===== config.mk =====
export PLATFORM = sky130hd
export DESIGN_NAME = knock_relocator
export DESIGN_NICKNAME = d
export VERILOG_FILES = /design/src/rtl/knock_pkg.sv /design/src/rtl/knock_ctrl.sv /design/src/rtl/knock_base.sv /design/src/rtl/knock_relocator.sv
export SDC_FILE = /design/constraint.sdc
export NUM_CORES = 1
export LEC_CHECK = 0
export BUFFER_PORTS_ARGS = -buffer_cell sky130_fd_sc_hd__buf_2
export CORE_UTILIZATION = 40
export CTS_BUF_LIST = sky130_fd_sc_hd__clkbuf_8
export DETAILED_ROUTE_END_ITERATION = 7
export GPL_TIMING_DRIVEN = 0
export PLACE_DENSITY = 0.76
export SYNTH_ARGS = -nofsm -noshare
export SYNTH_HDL_FRONTEND = slang
export SYNTH_SLANG_ARGS = --single-unit

===== constraint.sdc =====
create_clock -name clk -period 2.8 [get_ports clk]
set_input_delay 0.28 -clock clk [delete_from_list [all_inputs] [get_ports clk]]
set_output_delay 0.28 -clock clk [all_outputs]
set_load 0.005 [all_outputs]

===== src/rtl/knock_pkg.sv =====
package knock_pkg;

  localparam int KNOCK_LEN = 5;

  typedef enum logic [1:0] {
    LD_IDLE    = 2'd0,
    LD_WAIT_LO = 2'd1,
    LD_WAIT_HI = 2'd2
  } loadState_e;

  // strobes from control to datapath
  typedef struct packed {
    logic latchLo;
    logic commit;
  } baseCtl_t;

  // passphrase characters by position
  function automatic logic [7:0] knockChar(input int unsigned idx);
    case (idx)
      0: knockChar = 8'h38;
      1: knockChar = 8'h36;
      2: knockChar = 8'h42;
      3: knockChar = 8'h6F;
      4: knockChar = 8'h78;
      default: knockChar = 8'h00;
    endcase
  endfunction

endpackage


===== src/rtl/knock_ctrl.sv =====
module knock_ctrl
  import knock_pkg::*;
#(
  parameter int ADDR_W = 16,
  parameter int DATA_W = 8,
  parameter logic [ADDR_W-1:0] TRIGGER_ADDR = 16'h0080
) (
  input  logic              clk,
  input  logic              rst,
  input  logic              ioWrite,
  input  logic [ADDR_W-1:0] ioAddr,
  input  logic [DATA_W-1:0] ioData,
  output baseCtl_t          ctl
);

  localparam int IDX_W = $clog2(KNOCK_LEN);
  localparam logic [IDX_W-1:0] LAST_IDX = IDX_W'(KNOCK_LEN - 1);

  logic             trigWrite;
  logic [IDX_W-1:0] knockIdx, idxNext;
  loadState_e       loadState, loadNext;
  logic             armLoad;

  assign trigWrite = ioWrite && (ioAddr == TRIGGER_ADDR);

  always_comb begin
    ctl      = '0;
    loadNext = loadState;
    idxNext  = knockIdx;
    armLoad  = 1'b0;
    if (trigWrite) begin
      // loader acts first
      case (loadState)
        LD_WAIT_LO: begin
          ctl.latchLo = 1'b1;
          loadNext    = LD_WAIT_HI;
        end
        LD_WAIT_HI: begin
          ctl.commit = 1'b1;
          loadNext   = LD_IDLE;
        end
        default: loadNext = LD_IDLE;
      endcase
      // then the passphrase detector
      if (ioData == DATA_W'(knockChar(0))) begin
        idxNext = IDX_W'(1);
      end else if (ioData == DATA_W'(knockChar(int'(knockIdx)))) begin
        if (knockIdx == LAST_IDX) begin
          idxNext = '0;
          armLoad = 1'b1;
        end else begin
          idxNext = knockIdx + IDX_W'(1);
        end
      end else begin
        idxNext = '0;
      end
      if (armLoad) loadNext = LD_WAIT_LO;
    end
  end

  always_ff @(posedge clk) begin
    if (rst) begin
      knockIdx  <= '0;
      loadState <= LD_IDLE;
    end else begin
      knockIdx  <= idxNext;
      loadState <= loadNext;
    end
  end

  // the high-byte stage is only ever entered from a low-byte latch
  p_hi_follows_lo_r3 : assert property (@(posedge clk) disable iff (rst)
    (loadState == LD_WAIT_HI && $past(loadState) != LD_WAIT_HI) |-> $past(ctl.latchLo));

  // strobes only accompany a trigger write
  p_strobe_on_trigger_r2 : assert property (@(posedge clk) disable iff (rst)
    (ctl.latchLo || ctl.commit) |-> (ioWrite && ioAddr == TRIGGER_ADDR));

endmodule


===== src/rtl/knock_base.sv =====
module knock_base
  import knock_pkg::*;
#(
  parameter int DATA_W = 8,
  localparam int ADDR_W = 2 * DATA_W
) (
  input  logic              clk,
  input  logic              rst,
  input  baseCtl_t          ctl,
  input  logic [DATA_W-1:0] ioData,
  output logic [ADDR_W-1:0] windowBase,
  output logic              windowValid
);

  localparam logic [ADDR_W-1:0] UNMAPPED = '1;

  logic [DATA_W-1:0] lowByte;
  logic [ADDR_W-1:0] baseReg;

  always_ff @(posedge clk) begin
    if (rst) begin
      lowByte <= '0;
      baseReg <= UNMAPPED;
    end else begin
      if (ctl.latchLo) lowByte <= ioData;
      if (ctl.commit)  baseReg <= {ioData, lowByte};
    end
  end

  assign windowBase  = baseReg;
  assign windowValid = (baseReg != UNMAPPED);

  // the base only moves on a commit strobe
  p_base_holds_r4 : assert property (@(posedge clk) disable iff (rst)
    !ctl.commit |=> $stable(windowBase));

endmodule


===== src/rtl/knock_relocator.sv =====
module knock_relocator
  import knock_pkg::*;
#(
  parameter int DATA_W = 8,
  parameter logic [2*DATA_W-1:0] TRIGGER_ADDR = 16'h0080
) (
  input  logic                clk,
  input  logic                rst,
  input  logic                ioWrite,
  input  logic [2*DATA_W-1:0] ioAddr,
  input  logic [DATA_W-1:0]   ioData,
  output logic [2*DATA_W-1:0] windowBase,
  output logic                windowValid
);

  localparam int ADDR_W = 2 * DATA_W;

  baseCtl_t ctl;

  knock_ctrl #(
    .ADDR_W(ADDR_W),
    .DATA_W(DATA_W),
    .TRIGGER_ADDR(TRIGGER_ADDR)
  ) uCtrl (
    .clk(clk),
    .rst(rst),
    .ioWrite(ioWrite),
    .ioAddr(ioAddr),
    .ioData(ioData),
    .ctl(ctl)
  );

  knock_base #(
    .DATA_W(DATA_W)
  ) uBase (
    .clk(clk),
    .rst(rst),
    .ctl(ctl),
    .ioData(ioData),
    .windowBase(windowBase),
    .windowValid(windowValid)
  );

  p_reset_unmapped_r1 : assert property (@(posedge clk) disable iff (rst)
    $past(rst) |-> (windowBase == '1 && !windowValid));

  p_ignore_other_r2 : assert property (@(posedge clk) disable iff (rst)
    !(ioWrite && ioAddr == TRIGGER_ADDR) |=> $stable(windowBase));

endmodule


==> results.cfg <==
[power_and_ir_drop]
ir_drop_uv = 275
clkPwrFrac_pct = 42.2
p_int_uw = 625
p_switching_uw = 176
swShare_pct = 22.0
pwr_density_cell_nw_per_um2 = 429
p_total_uw = 802
leakage_nw = 0.698
combPwrFrac_pct = 6.3
p_seq_share_pct = 51.5

[logic_synthesis]
synth-seq-cells = 29
netlist-cell-type-count = 41
yosysTopAreaCell = dfxtp_1
ys_seq_area_share_pct = 38.5
syn_avg_cell_area_um2 = 9.60
yosysMostFrequentCell = dfxtp_1
synth_top_area_share_pct = 38.5
netlist_area_um2 = 1510
yosys_warnings = 0
synth_cells = 157
synth-edff-count = 0
synth-main-ff-cell = dfxtp_1
synth.area.top_cells = dfxtp_1, a211o_1, nor2b_1
synthTopCellsByCount = dfxtp_1, nor2b_1, a211o_1
async_flop_share_pct = 0
synth_nets = 189

[clock_tree]
clockBufferDepth = 2
ctsResizeCount = 0
clock_latency_ns = 0.28
cts_tree = built
cts_made_buffers = 5
root_buffer = clkbuf_8
clock-sinks = 29
h-tree-depth = 2
postCtsSetupBuffers = 0
cts_hold_buf = 0
path_clk_slew_ns = 0.05

[sta]
finalSetupTns_ns = 0
rsz0062_at_grt = no
fin_ws_ns = 0.572
setup-violations-final = 0
min_period_over_period_pct = 79.6
drv_slew = 0
fmax_mhz = 449
tightestPinTransition_ns = 0.431
finalClockSkew_ns = 0.00426
layout_min_cycle_time_ns = 2.23
hold_viol_final = 0
slew_headroom_pct = 71.3

[critical_path]
cp-end-kind = flop
crit_path_max_fanout = 5
r2r-start = uCtrl.knockIdx[0]
reg2reg_depth = 7
worstSetupPathType = flop to flop
reg2reg_slack_ns = 0.57
cp.arrival_ns = 2.42
r2r_end = uCtrl.knockIdx[0]
required_ns = 3.00
startpoint_type = flop

[layout]
final_layout_size_suffix_gt1_share_pct = 28.5
n_antenna_cell = 0
nets = 239
multi_input_area_um2 = 862
fin_area_um2 = 1870
regArea_um2 = 581
fillers = 340
syn2layout_area_growth_pct = 23.8

[grt]
grt_max_degree = 11
antenna_found_initial = 0
grt_overflow = 0
grtUsageTotal_pct = 19.2
grt_pass1_vias = 1214
grt_pass1_wl_um = 5940

[floorplanning]
row_count = 21
io_pins = 44
coreArea_um2 = 3470
die_h_um = 63.4
die-area_um2 = 4020
start_util_pct = 43.5
fp.dieW_um = 63.4

[placed_design]
gp_congestion = 0.786
placed_area_um2 = 1780
place_ws_ns = 0.593
post-dp-hpwl_um = 2590
port_buffers = 43

[drt]
drt-total-wl_um = 3410
via_count = 1334
drt_iter0_drc = 54
wl_per_cell_um = 13.5
antenna_left = 0
firstDrtPassIters = 4
via_per_inst = 5.27
drc = 0

[outcome]
status = finished, final reports clean

[worst_hold_path]
hold_path_depth = 2
min_path_type = input port to flop
hp-start = ioData[7]
hold_end = uBase.windowBase[15]

[run]
drv_cap = 0
## per-layer routing
metal,share of wire (%),track usage [%],up-vias
met5,0,0,-
met2,48,29.5,31
li1,-,-,681
met3,4.4,5.25,5
met1,46,25.7,617
met4,1.3,6.82,0
## through the flow
| step | std cells | hold slack (ns) | utilization (%) |
|---|---|---|---|
| final | 253 | 0.272 | 53.8 |
| after global placement | 246 | 0.450 | 51.3 |
| after CTS | 253 | 0.269 | 53.8 |
| after floorplan | 157 | 0.398 | - |
| after detailed placement | 246 | 0.453 | 51.3 |
| after global routing | 253 | 0.284 | 53.8 |
## power groups by stage
stage	sequential [mW]	clock, mW	combinational [mW]
after global routing	0.412	0.366	0.0560
after CTS	0.413	0.347	0.0506
final	0.413	0.339	0.0502
after floorplan	0.422	0	0.0185
after detailed placement	0.422	0	0.0505
after global placement	0.422	0	0.0504
## flip-flops by register name, indices dropped and copies added (netlist names)
| name | flops |
|---|---|
| uBase.lowByte | 8 |
| uBase.windowBase | 16 |
| uCtrl.knockIdx | 3 |
| uCtrl.loadState | 2 |
## layout by cell type, fill, tap and decap left out, types with 2 or more instances in the layout
master,n
and2_1,2
a211o_1,16
ha_1,5
dfxtp_1,29
nand4_1,4
buf_2,44
clkbuf_1,4
nand2b_1,3
nor4_1,3
nand2_1,6
buf_6,2
clkbuf_8,6
o32ai_1,3
inv_1,5
nand3_1,4
nor3_1,4
nor2b_1,19
or4_1,2
nor2_1,13
mux2i_1,10
or3_1,2
## worst max-delay path by stage
stage | start | endpoint | depth (start not counted)
2_1_floorplan | uCtrl.knockIdx[0] | uCtrl.knockIdx[0] | 7
3_3_place_gp | uCtrl.knockIdx[0] | uCtrl.knockIdx[0] | 7
3_5_place_dp | uCtrl.knockIdx[0] | uCtrl.knockIdx[0] | 7
4_1_cts | uCtrl.knockIdx[0] | uCtrl.knockIdx[0] | 7
5_1_grt | uCtrl.knockIdx[0] | uCtrl.knockIdx[0] | 7
6_report | uCtrl.knockIdx[0] | uCtrl.knockIdx[0] | 7
## cells by family (layout without fill, tap and decap cells)
logic type / Yosys count / count (layout) / share of synthesized area (%)
AND/OR/NAND/NOR: 70 / 70 / 28.5
buffers and inverters: 12 / 62 / 4.31
adder cells (fa/ha/maj): 5 / 5 / 4.15
flip-flops: 29 / 29 / 38.5
XOR/XNOR: 2 / 2 / 1.16
multiplexers: 10 / 10 / 6.64
AO/OA/AOI/OAI: 29 / 29 / 16.8
## final cells by class
cell class	instances	share of cell area, %
multi-input cells	116	46.2
flip-flops and latches	29	31.1
inverters	4	0.804
clock inverters	1	0.201
well taps	46	3.08
repair buffers	43	11.5
clock buffers	6	4.42
plain buffers	8	2.68
## critical path, cell delays in order, from the launching register on
cell	delay [ns]
dfxtp_1	0.42
inv_1	0.11
ha_1	0.29
and2_1	0.24
or4_1	0.49
a32oi_2	0.25
a311oi_1	0.14
a211oi_1	0.21
(Power assumes the default switching activity.)
